<file path="config.mk">
export PLATFORM = sky130hd
export DESIGN_NAME = cmiss_sampler
export DESIGN_NICKNAME = d
export VERILOG_FILES = /design/src/rtl/miss_mon_pkg.sv /design/src/rtl/miss_jitter_lfsr.sv /design/src/rtl/miss_countdown.sv /design/src/rtl/miss_capture.sv /design/src/rtl/miss_regs.sv /design/src/rtl/cmiss_sampler.sv
export SDC_FILE = /design/constraint.sdc
export NUM_CORES = 1
export LEC_CHECK = 0
export BUFFER_PORTS_ARGS = -buffer_cell sky130_fd_sc_hd__buf_2
export CORE_UTILIZATION = 58
export CTS_CLUSTER_DIAMETER = 150
export CTS_CLUSTER_SIZE = 30
export DETAILED_ROUTE_END_ITERATION = 8
export GPL_ROUTABILITY_DRIVEN = 0
export PLACE_DENSITY_LB_ADDON = 0.25
export SYNTH_ARGS = -nofsm -noshare
export SYNTH_HDL_FRONTEND = slang
export SYNTH_SLANG_ARGS = --single-unit
</file>
<file path="constraint.sdc">
create_clock -name clk -period 3.5 [get_ports clk]
set_input_delay 0.175 -clock clk [delete_from_list [all_inputs] [get_ports clk]]
set_output_delay 0.175 -clock clk [all_outputs]
set_load 0.05 [all_outputs]
</file>
<file path="src/rtl/miss_mon_pkg.sv">
// Package: shared register offsets, status bit positions and LFSR constants
// for the sampled cache miss monitor. Assumes a 3-bit register offset space.
package miss_mon_pkg;
    localparam logic [2:0] RA_CTRL   = 3'd0;
    localparam logic [2:0] RA_PERIOD = 3'd1;
    localparam logic [2:0] RA_JMASK  = 3'd2;
    localparam logic [2:0] RA_COUNT  = 3'd3;
    localparam logic [2:0] RA_MADDR  = 3'd4;
    localparam logic [2:0] RA_VADDR  = 3'd5;
    localparam logic [2:0] RA_STATUS = 3'd6;
    localparam logic [2:0] RA_ICLR   = 3'd7;

    localparam int ST_PEND  = 0;
    localparam int ST_LOST  = 1;
    localparam int ST_VVLD  = 2;

    localparam int          JIT_W    = 16;
    localparam logic [15:0] JIT_TAPS = 16'hB400;
    localparam logic [15:0] JIT_SEED = 16'hACE1;
endpackage

</file>
<file path="src/rtl/miss_jitter_lfsr.sv">
// Module: Galois LFSR that supplies the sampling jitter. It advances one step
// each time `step` is high. Assumes a nonzero seed; the state never reaches zero.
module miss_jitter_lfsr #(
    parameter int          LW   = 16,
    parameter logic [LW-1:0] TAPS = 16'hB400,
    parameter logic [LW-1:0] SEED = 16'hACE1
) (
    input  logic          clk,
    input  logic          rst_n,
    input  logic          step,
    output logic [LW-1:0] state
);
    // Shift right and fold in the taps when the bit shifted out is 1.
    always_ff @(posedge clk) begin
        if (!rst_n)
            state <= SEED;
        else if (step)
            state <= (state >> 1) ^ (state[0] ? TAPS : '0);
    end

    // the state never collapses to zero
    a_r9_nonzero: assert property (@(posedge clk) disable iff (!rst_n)
        state != '0);
    // each step moves to a new state
    a_r9_steps: assert property (@(posedge clk) disable iff (!rst_n)
        step |=> state != $past(state));
endmodule

</file>
<file path="src/rtl/miss_countdown.sv">
// Module: down-counter of enabled misses. It flags the sampled miss when a
// miss arrives at a count of 1 or 0, then reloads from base plus jitter.
// A software preset (load) takes priority over counting in the same cycle.
module miss_countdown #(
    parameter int            CW        = 32,
    parameter int            LW        = 16,
    parameter logic [CW-1:0] RST_COUNT = 50000
) (
    input  logic          clk,
    input  logic          rst_n,
    input  logic          enable,
    input  logic          miss,
    input  logic          load,
    input  logic [CW-1:0] load_val,
    input  logic [CW-1:0] base,
    input  logic [LW-1:0] jitter,
    output logic [CW-1:0] count,
    output logic          expire
);
    logic counting;

    // Decode this cycle's counting event and whether it is the sampled miss.
    always_comb begin
        counting = enable && miss;
        expire   = counting && (count <= CW'(1));
    end

    // Preset, reload on expiry, or step down by one.
    always_ff @(posedge clk) begin
        if (!rst_n)
            count <= RST_COUNT;
        else if (load)
            count <= load_val;
        else if (expire)
            count <= base + CW'(jitter);
        else if (counting)
            count <= count - CW'(1);
    end

    // an enabled miss above 1 lowers the count by exactly one
    a_r2_decrement: assert property (@(posedge clk) disable iff (!rst_n)
        (enable && miss && count > CW'(1) && !load) |=> count == $past(count) - CW'(1));
    // no enabled miss, no preset -> count stands still
    a_r2_idle: assert property (@(posedge clk) disable iff (!rst_n)
        (!(enable && miss) && !load) |=> $stable(count));
    // a preset lands in the next cycle
    a_r10_preset: assert property (@(posedge clk) disable iff (!rst_n)
        load |=> count == $past(load_val));
endmodule

</file>
<file path="src/rtl/miss_capture.sv">
// Module: sample capture registers with sticky pending and lost flags.
// Captures only when no interrupt is pending (or it is being cleared in the
// same cycle); an expiry while pending sets the lost flag instead.
module miss_capture #(
    parameter int AW = 32
) (
    input  logic          clk,
    input  logic          rst_n,
    input  logic          expire,
    input  logic          clr,
    input  logic [AW-1:0] miss_addr,
    input  logic          vic_vld,
    input  logic [AW-1:0] vic_addr,
    output logic [AW-1:0] samp_addr,
    output logic [AW-1:0] samp_vaddr,
    output logic          samp_vvld,
    output logic          pending,
    output logic          lost
);
    logic take;

    // A sample is taken when the slot is free or being freed this cycle.
    always_comb take = expire && (!pending || clr);

    // Latch the miss and victim addresses of the sampled miss.
    always_ff @(posedge clk) begin
        if (!rst_n) begin
            samp_addr  <= '0;
            samp_vaddr <= '0;
            samp_vvld  <= 1'b0;
        end else if (take) begin
            samp_addr  <= miss_addr;
            samp_vaddr <= vic_addr;
            samp_vvld  <= vic_vld;
        end
    end

    // Maintain the sticky interrupt and the lost-sample flag.
    always_ff @(posedge clk) begin
        if (!rst_n) begin
            pending <= 1'b0;
            lost    <= 1'b0;
        end else begin
            if (take)
                pending <= 1'b1;
            else if (clr)
                pending <= 1'b0;
            if (clr)
                lost <= 1'b0;
            else if (expire && pending)
                lost <= 1'b1;
        end
    end

    // an expiry always leaves the interrupt pending
    a_r3_pend_set: assert property (@(posedge clk) disable iff (!rst_n)
        expire |=> pending);
    // a free-slot expiry captures that miss's address
    a_r4_capture: assert property (@(posedge clk) disable iff (!rst_n)
        (expire && !pending) |=> samp_addr == $past(miss_addr));
    // captures frozen while pending and not cleared
    a_r6_frozen: assert property (@(posedge clk) disable iff (!rst_n)
        (pending && !clr) |=> ($stable(samp_addr) && $stable(samp_vaddr) && $stable(samp_vvld)));
    // an expiry while pending sets the lost flag
    a_r7_lost: assert property (@(posedge clk) disable iff (!rst_n)
        (pending && expire && !clr) |=> lost);
    // a clear with no expiry drops both flags
    a_r8_clear: assert property (@(posedge clk) disable iff (!rst_n)
        (clr && !expire) |=> (!pending && !lost));
endmodule

</file>
<file path="src/rtl/miss_regs.sv">
// Module: register port. It holds the enable, base period and jitter mask,
// decodes the preset and clear strobes, and muxes the read data.
// Assumes AW, CW and LW are no wider than DW.
module miss_regs
    import miss_mon_pkg::*;
#(
    parameter int            DW         = 32,
    parameter int            AW         = 32,
    parameter int            CW         = 32,
    parameter int            LW         = 16,
    parameter logic [CW-1:0] DEF_PERIOD = 50000
) (
    input  logic          clk,
    input  logic          rst_n,
    input  logic          reg_wr,
    input  logic [2:0]    reg_addr,
    input  logic [DW-1:0] reg_wdata,
    output logic [DW-1:0] reg_rdata,
    output logic          enable,
    output logic [CW-1:0] base,
    output logic [LW-1:0] jmask,
    output logic          load,
    output logic [CW-1:0] load_val,
    output logic          clr,
    input  logic [CW-1:0] count,
    input  logic [AW-1:0] samp_addr,
    input  logic [AW-1:0] samp_vaddr,
    input  logic          samp_vvld,
    input  logic          pending,
    input  logic          lost
);
    // Decode the strobes that act on other submodules.
    always_comb begin
        load     = reg_wr && (reg_addr == RA_COUNT);
        load_val = CW'(reg_wdata);
        clr      = reg_wr && (reg_addr == RA_ICLR) && reg_wdata[0];
    end

    // Hold the software-written configuration.
    always_ff @(posedge clk) begin
        if (!rst_n) begin
            enable <= 1'b0;
            base   <= DEF_PERIOD;
            jmask  <= '0;
        end else if (reg_wr) begin
            case (reg_addr)
                RA_CTRL:   enable <= reg_wdata[0];
                RA_PERIOD: base   <= CW'(reg_wdata);
                RA_JMASK:  jmask  <= LW'(reg_wdata);
                default:   ;
            endcase
        end
    end

    // Select the read data for the addressed register.
    always_comb begin
        reg_rdata = '0;
        case (reg_addr)
            RA_CTRL:   reg_rdata = DW'(enable);
            RA_PERIOD: reg_rdata = DW'(base);
            RA_JMASK:  reg_rdata = DW'(jmask);
            RA_COUNT:  reg_rdata = DW'(count);
            RA_MADDR:  reg_rdata = DW'(samp_addr);
            RA_VADDR:  reg_rdata = DW'(samp_vaddr);
            RA_STATUS: begin
                reg_rdata[ST_PEND] = pending;
                reg_rdata[ST_LOST] = lost;
                reg_rdata[ST_VVLD] = samp_vvld;
            end
            default:   reg_rdata = '0;
        endcase
    end
endmodule

</file>
<file path="src/rtl/cmiss_sampler.sv">
// Module: top of the sampled cache miss monitor. It counts misses, samples
// the miss and victim addresses at expiry, reloads the counter with a
// jittered period and raises a sticky interrupt.
// Assumes the victim information arrives in the same cycle as the miss strobe.
module cmiss_sampler
    import miss_mon_pkg::*;
#(
    parameter int AW         = 32,
    parameter int DW         = 32,
    parameter int CW         = 32,
    parameter int DEF_PERIOD = 50000
) (
    input  logic          clk,
    input  logic          rst_n,
    input  logic          miss_stb,
    input  logic [AW-1:0] miss_addr,
    input  logic          victim_vld,
    input  logic [AW-1:0] victim_addr,
    input  logic          reg_wr,
    input  logic [2:0]    reg_addr,
    input  logic [DW-1:0] reg_wdata,
    output logic [DW-1:0] reg_rdata,
    output logic          irq
);
    localparam int            LW      = JIT_W;
    localparam logic [CW-1:0] RST_CNT = CW'(DEF_PERIOD);

    logic          enable, load, clr, expire, pending, lost, samp_vvld;
    logic [CW-1:0] base, load_val, count;
    logic [LW-1:0] jmask, lfsr, jitter;
    logic [AW-1:0] samp_addr, samp_vaddr;

    // Mask the LFSR state down to the programmed jitter bits.
    always_comb jitter = lfsr & jmask;

    // Drive the interrupt straight from the pending flag.
    always_comb irq = pending;

    miss_regs #(.DW(DW), .AW(AW), .CW(CW), .LW(LW), .DEF_PERIOD(RST_CNT)) u_regs (
        .clk(clk), .rst_n(rst_n), .reg_wr(reg_wr), .reg_addr(reg_addr),
        .reg_wdata(reg_wdata), .reg_rdata(reg_rdata), .enable(enable),
        .base(base), .jmask(jmask), .load(load), .load_val(load_val), .clr(clr),
        .count(count), .samp_addr(samp_addr), .samp_vaddr(samp_vaddr),
        .samp_vvld(samp_vvld), .pending(pending), .lost(lost));

    miss_jitter_lfsr #(.LW(LW), .TAPS(JIT_TAPS), .SEED(JIT_SEED)) u_lfsr (
        .clk(clk), .rst_n(rst_n), .step(expire), .state(lfsr));

    miss_countdown #(.CW(CW), .LW(LW), .RST_COUNT(RST_CNT)) u_count (
        .clk(clk), .rst_n(rst_n), .enable(enable), .miss(miss_stb), .load(load),
        .load_val(load_val), .base(base), .jitter(jitter), .count(count),
        .expire(expire));

    miss_capture #(.AW(AW)) u_cap (
        .clk(clk), .rst_n(rst_n), .expire(expire), .clr(clr),
        .miss_addr(miss_addr), .vic_vld(victim_vld), .vic_addr(victim_addr),
        .samp_addr(samp_addr), .samp_vaddr(samp_vaddr), .samp_vvld(samp_vvld),
        .pending(pending), .lost(lost));
endmodule

</file>
==> results of run 1 <==
flip-flops by register name, summed over array words and instances, names as in the netlist:
| signal | flops |
|---|---|
| u_cap.samp_addr | 32 |
| u_cap.samp_vaddr | 32 |
| u_count.count | 32 |
| u_regs.base | 32 |
| u_lfsr.state | 16 |
| u_regs.jmask | 16 |
| u_cap.lost | 1 |
| u_cap.pending | 1 |
| u_cap.samp_vvld | 1 |
| u_regs.enable | 1 |
how the worst min path moves through the flow:
stage,cells after the start,to,slack (ns)
after floorplan,2,u_count.count[10],0.28
after global placement,3,u_count.count[10],0.42
after detailed placement,3,u_count.count[10],0.41
after CTS,3,u_regs.base[6],0.002
after global routing,3,u_regs.base[30],0.006
final,3,u_regs.base[21],0.0003
kinds of logic after synthesis:
group | Yosys count | synth area share (%)
adders and majority gates | 19 | 2.59
DFF | 164 | 34.6
muxes | 65 | 7.18
and+or+nand+nor | 483 | 23.0
xor gates and xnor gates | 35 | 3.23
buffers and inverters | 101 | 4.40
AOI/OAI and AO/OA | 342 | 24.9
routing by layer:
layer / global-route usage [%] / vias up / share of wire [%]
li1: - / 4635 / -
met5: 0 / - / 0
met2: 60.0 / 607 / 46
met3: 8.65 / 113 / 9.7
met1: 49.0 / 4746 / 41
met4: 16.8 / 0 / 3.8
report_power, final:
group / switching (mW) / internal [mW] / leakage, nW
clock network: 0.846 / 1.06 / 0.283
registers: 0.0366 / 1.89 / 1.33
logic: 0.265 / 0.221 / 2.93
total: 1.15 / 3.17 / 4.54
critical path: cells and delay by family (launching register included):
family	cells	cell delay, ns
buffers and inverters	1	0.20
adders and majority gates	2	0.67
and+or+nand+nor	3	0.56
AOI/OAI and AO/OA	5	1.26
DFF	1	0.38
placed cells by master (no fill, tap or decap), types with 17 or more instances in the layout:
cell and instances:
o22ai_1 32, nand3_1 33, clkbuf_16 17, xor2_1 20
a21boi_0 68, a21boi_1 50, nor2_1 39, buf_2 135
o21ai_0 46, a21oi_1 40, dlygate4sd3_1 79, dfxtp_1 164
and2_1 23, buf_4 26, ha_1 18, nand2_1 306
mux2i_1 50
metrics by stage:
stage / area (um^2) / setup WS (ns) / cells
after detailed placement: 10300 / 0.343 / 1497
after floorplan: 9480 / 0.528 / 1209
final: 11700 / 0.313 / 1608
after global placement: 10300 / 0.461 / 1497
after global routing: 11700 / 0.130 / 1607
after CTS: 11700 / 0.326 / 1607
cell type report:
cell class | count | area, um^2 | area share [%]
inverters | 9 | 33.8 | 0.289
flip-flops and latches | 164 | 3280 | 28.1
well taps | 216 | 270 | 2.31
diodes | 1 | 2.50 | 0.0214
multi-input cells | 944 | 5790 | 49.6
clock inverters | 14 | 156 | 1.34
repair buffers | 243 | 1720 | 14.7
clock buffers | 17 | 425 | 3.64
timing repair:
item | 4_1_cts | 5_1_grt
hold buffers | 79 | 0
hold endpoints to repair | 81 | 0
gates resized for setup | 0 | 0
buffers inserted | 0 | 0
endpoints found under the setup margin | 0 | 0
==> results by group, run 1 <==
Clock network
  – Clock sink total: 164
  – CTS root buffer: clkbuf_16
  – Reg clk slew, reported paths: approximately 0.07 ns
  – Clock Path Buffers: 2
  – H-tree levels: 4
  – TritonCTS Buffers: 17
  – CTS tree: built
  – Clk Latency, worst-skew pair: 0.45 ns

Placed design
  – Port Buf Inserts: about 140
  – DP HPWL: approximately 20,000 um

Final layout
  – Ratio of cells with drive above 1 in the final layout: 15.8%
  – NumNets Final: 1,502
  – Fin util: 73.3%
  – FILL cells: 1,204
  – Area grow syn2layout: 23.2%

Setup path
  – R2R Setup Slk: 0.31 ns
  – Reg2reg start: u_lfsr.state[0]
  – Slowest-stage cell, CP: fa_1
  – CP endpoint: u_count.count[20]
  – Cell with the most instances on the worst path: a211oi_1
  – CP Max Fanout: 6
  – Critical Path End Type: flop
  – R2R depth: 11
  – Kind of critical path: flop to flop
  – Critical-path cell list: and2_1 -> ha_1 -> fa_1 -> a211oi_1 -> nor4b_1 -> o311ai_1 -> a211oi_1 -> buf_4 -> o211a_1 -> nor4_1 -> a21oi_1
  – Worst reg2reg path endpoint: u_count.count[20]
  – Start point of the critical path: u_lfsr.state[0]
  – CP Data Required Time: around 3.8 ns
  – Max incr delay on CP: roughly 0.44 ns
  – Crit path arrival time: 3.51 ns
  – Worst Setup Start Kind: flop

Logic synthesis
  – Leading area contributor after synthesis: dfxtp_1
  – Mapped Cells: 1,209
  – Most common cell in the synthesized netlist: nand2_1
  – Commonest cells post-synth: nand2_1, dfxtp_1, clkbuf_1
  – Top post-synthesis cells by area: dfxtp_1, nand2_1, a21boi_0
  – Yosys cell types: 68
  – Mapped Area: 0.00948 mm^2
  – Top cell type's share of synthesized area: about 35%
  – Mean area per synthesized cell: 7.84 um^2
  – Register area share after synthesis: 34.6%
  – Synth Net Count: 1,332
  – Number of synthesized register bits: between 150 and 200
  – Ys async rst share: 0%
  – EDFF count, synth: 0
  – Most used DFF post-synth: dfxtp_1
  – Synthesis Warnings: 0

STA
  – Hold slack: 0.000342 ns
  – Final hold violations: 0
  – Final setup viols: 0
  – Slew @ Worst Pin: 1.13 ns
  – Slew HR: 24.7%
  – Slew Viols, Final: 0
  – Setup total negative slack: 0 ns
  – RSZ-0062 raised after global routing: no
  – Worst Skew: 0.0186 ns
  – Final critical-path required period: 3.19 ns
  – Period utilisation layout: 91.1%
  – Max Clock Freq: 0.314 GHz

Hold path
  – Hold path startpoint: reg_wdata[21]
  – Worst min-delay path category: primary input to flop

Route
  – Via Count: 10,100
  – Number of remaining DRC errors: 0
  – Detail Route Antenna Nets: 0
  – Initial DRC Count: 1,150
  – Final wirelength: 31,400 um
  – Drt pass-1 iters: 6
  – DR vias/cell: 6.28
  – DR WL/cell: between 15 and 20 um

Floorplan
  – # IOs: 137
  – Initial Util: 59.5%
  – FP Rows: 46
  – Core Box Area: 0.0159 mm^2
  – Die height: 130 um
  – Total die area: 0.0169 mm^2
  – Die W: 130 um

Power and ir drop
  – Static Leak: 4.54 nW
  – Peak supply drop: approximately 0.00035 V
  – Total power draw: 4.32 mW
  – Power per cell area: 370 mW/mm^2

GRT
  – Pin count of the biggest net entering global routing: 66
  – Initial antenna violation count: 0
  – Vias in the first global route: 9,425
  – GRT Overall Usage: 37.8%
  – First-pass GRT wire length: slightly below 50,000 um
  – GRT Residual Overflow: 0

Run
  – Max Cap Violations: 0

Status
  – Status: finished clean
Note: power is estimated with default switching activity, not from simulation.
==> inputs of run 2 (changes only) <==
- clock period: 3.5 -> 3.6 ns (I/O delays scaled with it)
==> results by group, run 2 (synthesis results as in run 1) <==
Setup path
  – CP Data Required Time: 3.91 ns (+0.08 ns)
  – WP buf/inv: 1 (unchanged)
  – Critical Path End Type: flop
  – Max incr delay on CP: 0.45 ns (about the same)
  – Reg2reg start: u_lfsr.state[0]
  – Cell with the most instances on the worst path: a211oi_1
  – Slowest-stage cell, CP: fa_1
  – R2R Setup Slk: 0.36 ns (+0.04 ns)
  – CP Max Fanout: 6 (unchanged)
  – R2R depth: 11 (unchanged)
  – Worst reg2reg path endpoint: u_count.count[20]
  – Kind of critical path: flop to flop
  – Worst Setup Start Kind: flop
  – WP depth: 11 (unchanged)
  – Critical-path cell list: and2_1 -> ha_1 -> fa_1 -> a211oi_1 -> nor4b_1 -> o311ai_1 -> a211oi_1 -> buf_4 -> o211a_1 -> nor4_1 -> a21oi_1
  – Largest delay share family, worst path: compound AO/OA/AOI/OAI gates
  – Crit path arrival time: 3.55 ns (+0.04 ns)

Route
  – Final wirelength: 30,500 um (-2.7%)
  – DR WL/cell: 19.1 um (-2.1%)
  – Via Count: 9,961 (-1.4%)
  – Number of remaining DRC errors: 0 (unchanged)
  – Drt pass-1 iters: 9 (+3)
  – DR vias/cell: 6.23 (-0.77%)
  – Detail Route Antenna Nets: 0 (unchanged)
  – Initial DRC Count: 1,098 (-4.5%)

Hold path
  – Hold path startpoint: reg_wdata[25]
  – Hold endpoint: u_regs.base[25]
  – Hold Crit Depth: 3 (unchanged)
  – Worst min-delay path category: primary input to flop

Clock network
  – CTS tree: built
  – Clock Path Buffers: 2 (unchanged)
  – Reg clk slew, reported paths: 0.07 ns (about the same)
  – Post-CTS Setup Inserts: 0 (unchanged)
  – CTS root buffer: clkbuf_16
  – Clock sink total: 164 (unchanged)
  – Clk Latency, worst-skew pair: 0.43 ns (-0.02 ns)
  – Cts repair resizes: 0 (unchanged)
  – TritonCTS Buffers: 17 (unchanged)
  – H-tree levels: 4 (unchanged)

Final layout
  – Post-route cell area: 0.0116 mm^2 (-0.64%)
  – Ant. Diodes: 0 (-1)
  – Most common cell after layout, fill and taps aside: nand2_1
  – NumNets Final: 1,492 (-0.67%)
  – Fin util: 72.8% (-0.47 points)
  – Area grow syn2layout: 22.5%
  – Ratio of cells with drive above 1 in the final layout: 15.9% (+0.10 points)
  – Most frequent cells in the layout: nand2_1, dfxtp_1, buf_2, dlygate4sd3_1, a21boi_0
  – Fin cells: 1,598 (-0.62%)

Floorplan
  – Die height: 130 um (unchanged)
  – Initial Util: 59.5% (unchanged)
  – Total die area: 0.0169 mm^2 (unchanged)
  – Die W: 130 um (unchanged)
  – # IOs: 137 (unchanged)
  – Core Box Area: 0.0159 mm^2 (unchanged)
  – FP Rows: 46 (unchanged)

Power and ir drop
  – Static Leak: 4.52 nW (-0.51%)
  – Power per cell area: 368 mW/mm^2 (-0.47%)
  – Peak supply drop: 0.000347 V (-0.63%)

GRT
  – GRT Overall Usage: 37.3% (-0.52 points)
  – Initial antenna violation count: 1 (+1)
  – GRT Residual Overflow: 0 (unchanged)
  – Vias in the first global route: 9,369 (-0.59%)
  – First-pass GRT wire length: 48,500 um (-0.83%)
  – Pin count of the biggest net entering global routing: 66 (unchanged)

STA
  – RSZ-0062 raised after global routing: no
  – Period utilisation layout: 90.1% (-0.92 points)
  – Final hold violations: 0 (unchanged)
  – Max Clock Freq: 0.308 GHz (-1.8%)
  – Final critical-path required period: 3.24 ns (+0.0581 ns)
  – Setup total negative slack: 0 ns (unchanged)
  – Hold slack: 0.0114 ns (+0.0111 ns)
  – Final setup viols: 0 (unchanged)
  – Slew HR: 24.1% (-0.57 points)
  – Slew Viols, Final: 0 (unchanged)
  – Worst Skew: 0.00731 ns (-0.0113 ns)
  – Slew @ Worst Pin: 1.14 ns (+0.00854 ns)

Placed design
  – DP HPWL: 19,800 um (+0.65%)
  – Post-place instance area: 0.0103 mm^2 (-0.19%)
  – Port Buf Inserts: 136 (unchanged)
  – Placed cells: 1,496 (-0.067%)

Status
  – Status: finished clean

Run
  – Max Cap Violations: 0 (unchanged)
[run 2: repair_timing]
item                                    CTS  global route
hold endpoints to repair                 71             0
endpoints found under the setup margin    0             0
hold buffers                             70             0
[run 2: how the worst max path moves through the flow]
stage | start | to | slack, ns
after floorplan | u_lfsr.state[0] | u_count.count[22] | 0.63
final | u_lfsr.state[0] | u_count.count[20] | 0.36
after detailed placement | u_lfsr.state[0] | u_count.count[20] | 0.50
after global routing | u_lfsr.state[0] | u_count.count[20] | 0.23
after global placement | u_lfsr.state[0] | u_count.count[20] | 0.54
after CTS | u_lfsr.state[0] | u_count.count[20] | 0.45
[run 2: where the power goes]
part | internal, mW | switching (mW) | leakage [nW]
Sequential | 1.84 | 0.0350 | 1.33
Combinational | 0.206 | 0.257 | 2.89
Clock | 1.11 | 0.819 | 0.304
Total | 3.16 | 1.11 | 4.52
[run 2: metrics by stage]
stage,worst slack [ns],total power [mW]
5_1_grt,0.230,4.40
3_3_place_gp,0.540,2.30
6_report,0.355,4.27
4_1_cts,0.453,4.26
2_1_floorplan,0.628,2.16
3_5_place_dp,0.500,2.30
[run 2: final cells by class]
| type | count | area (um^2) |
|---|---|---|
| clock inverter | 15 | 194 |
| sequential | 164 | 3280 |
| tap | 216 | 270 |
| multi-input combinational | 944 | 5790 |
| fill | 1223 | 4340 |
| inverter | 9 | 33.8 |
| timing repair buffer | 233 | 1610 |
| clock buffer | 17 | 425 |
[run 2: layer usage]
metal	part of all wire, %	global-route usage (%)	vias to the layer above
met1	41	48.8	4708
met4	3.7	16.7	2
li1	-	-	4615
met3	10	9.27	103
met5	0.059	0	-
met2	45	58.1	533
[run 2: worst min-delay path: stages]
cell and delay, ns:
buf_2 0.11, nand2_1 0.04, a21boi_0 0.06
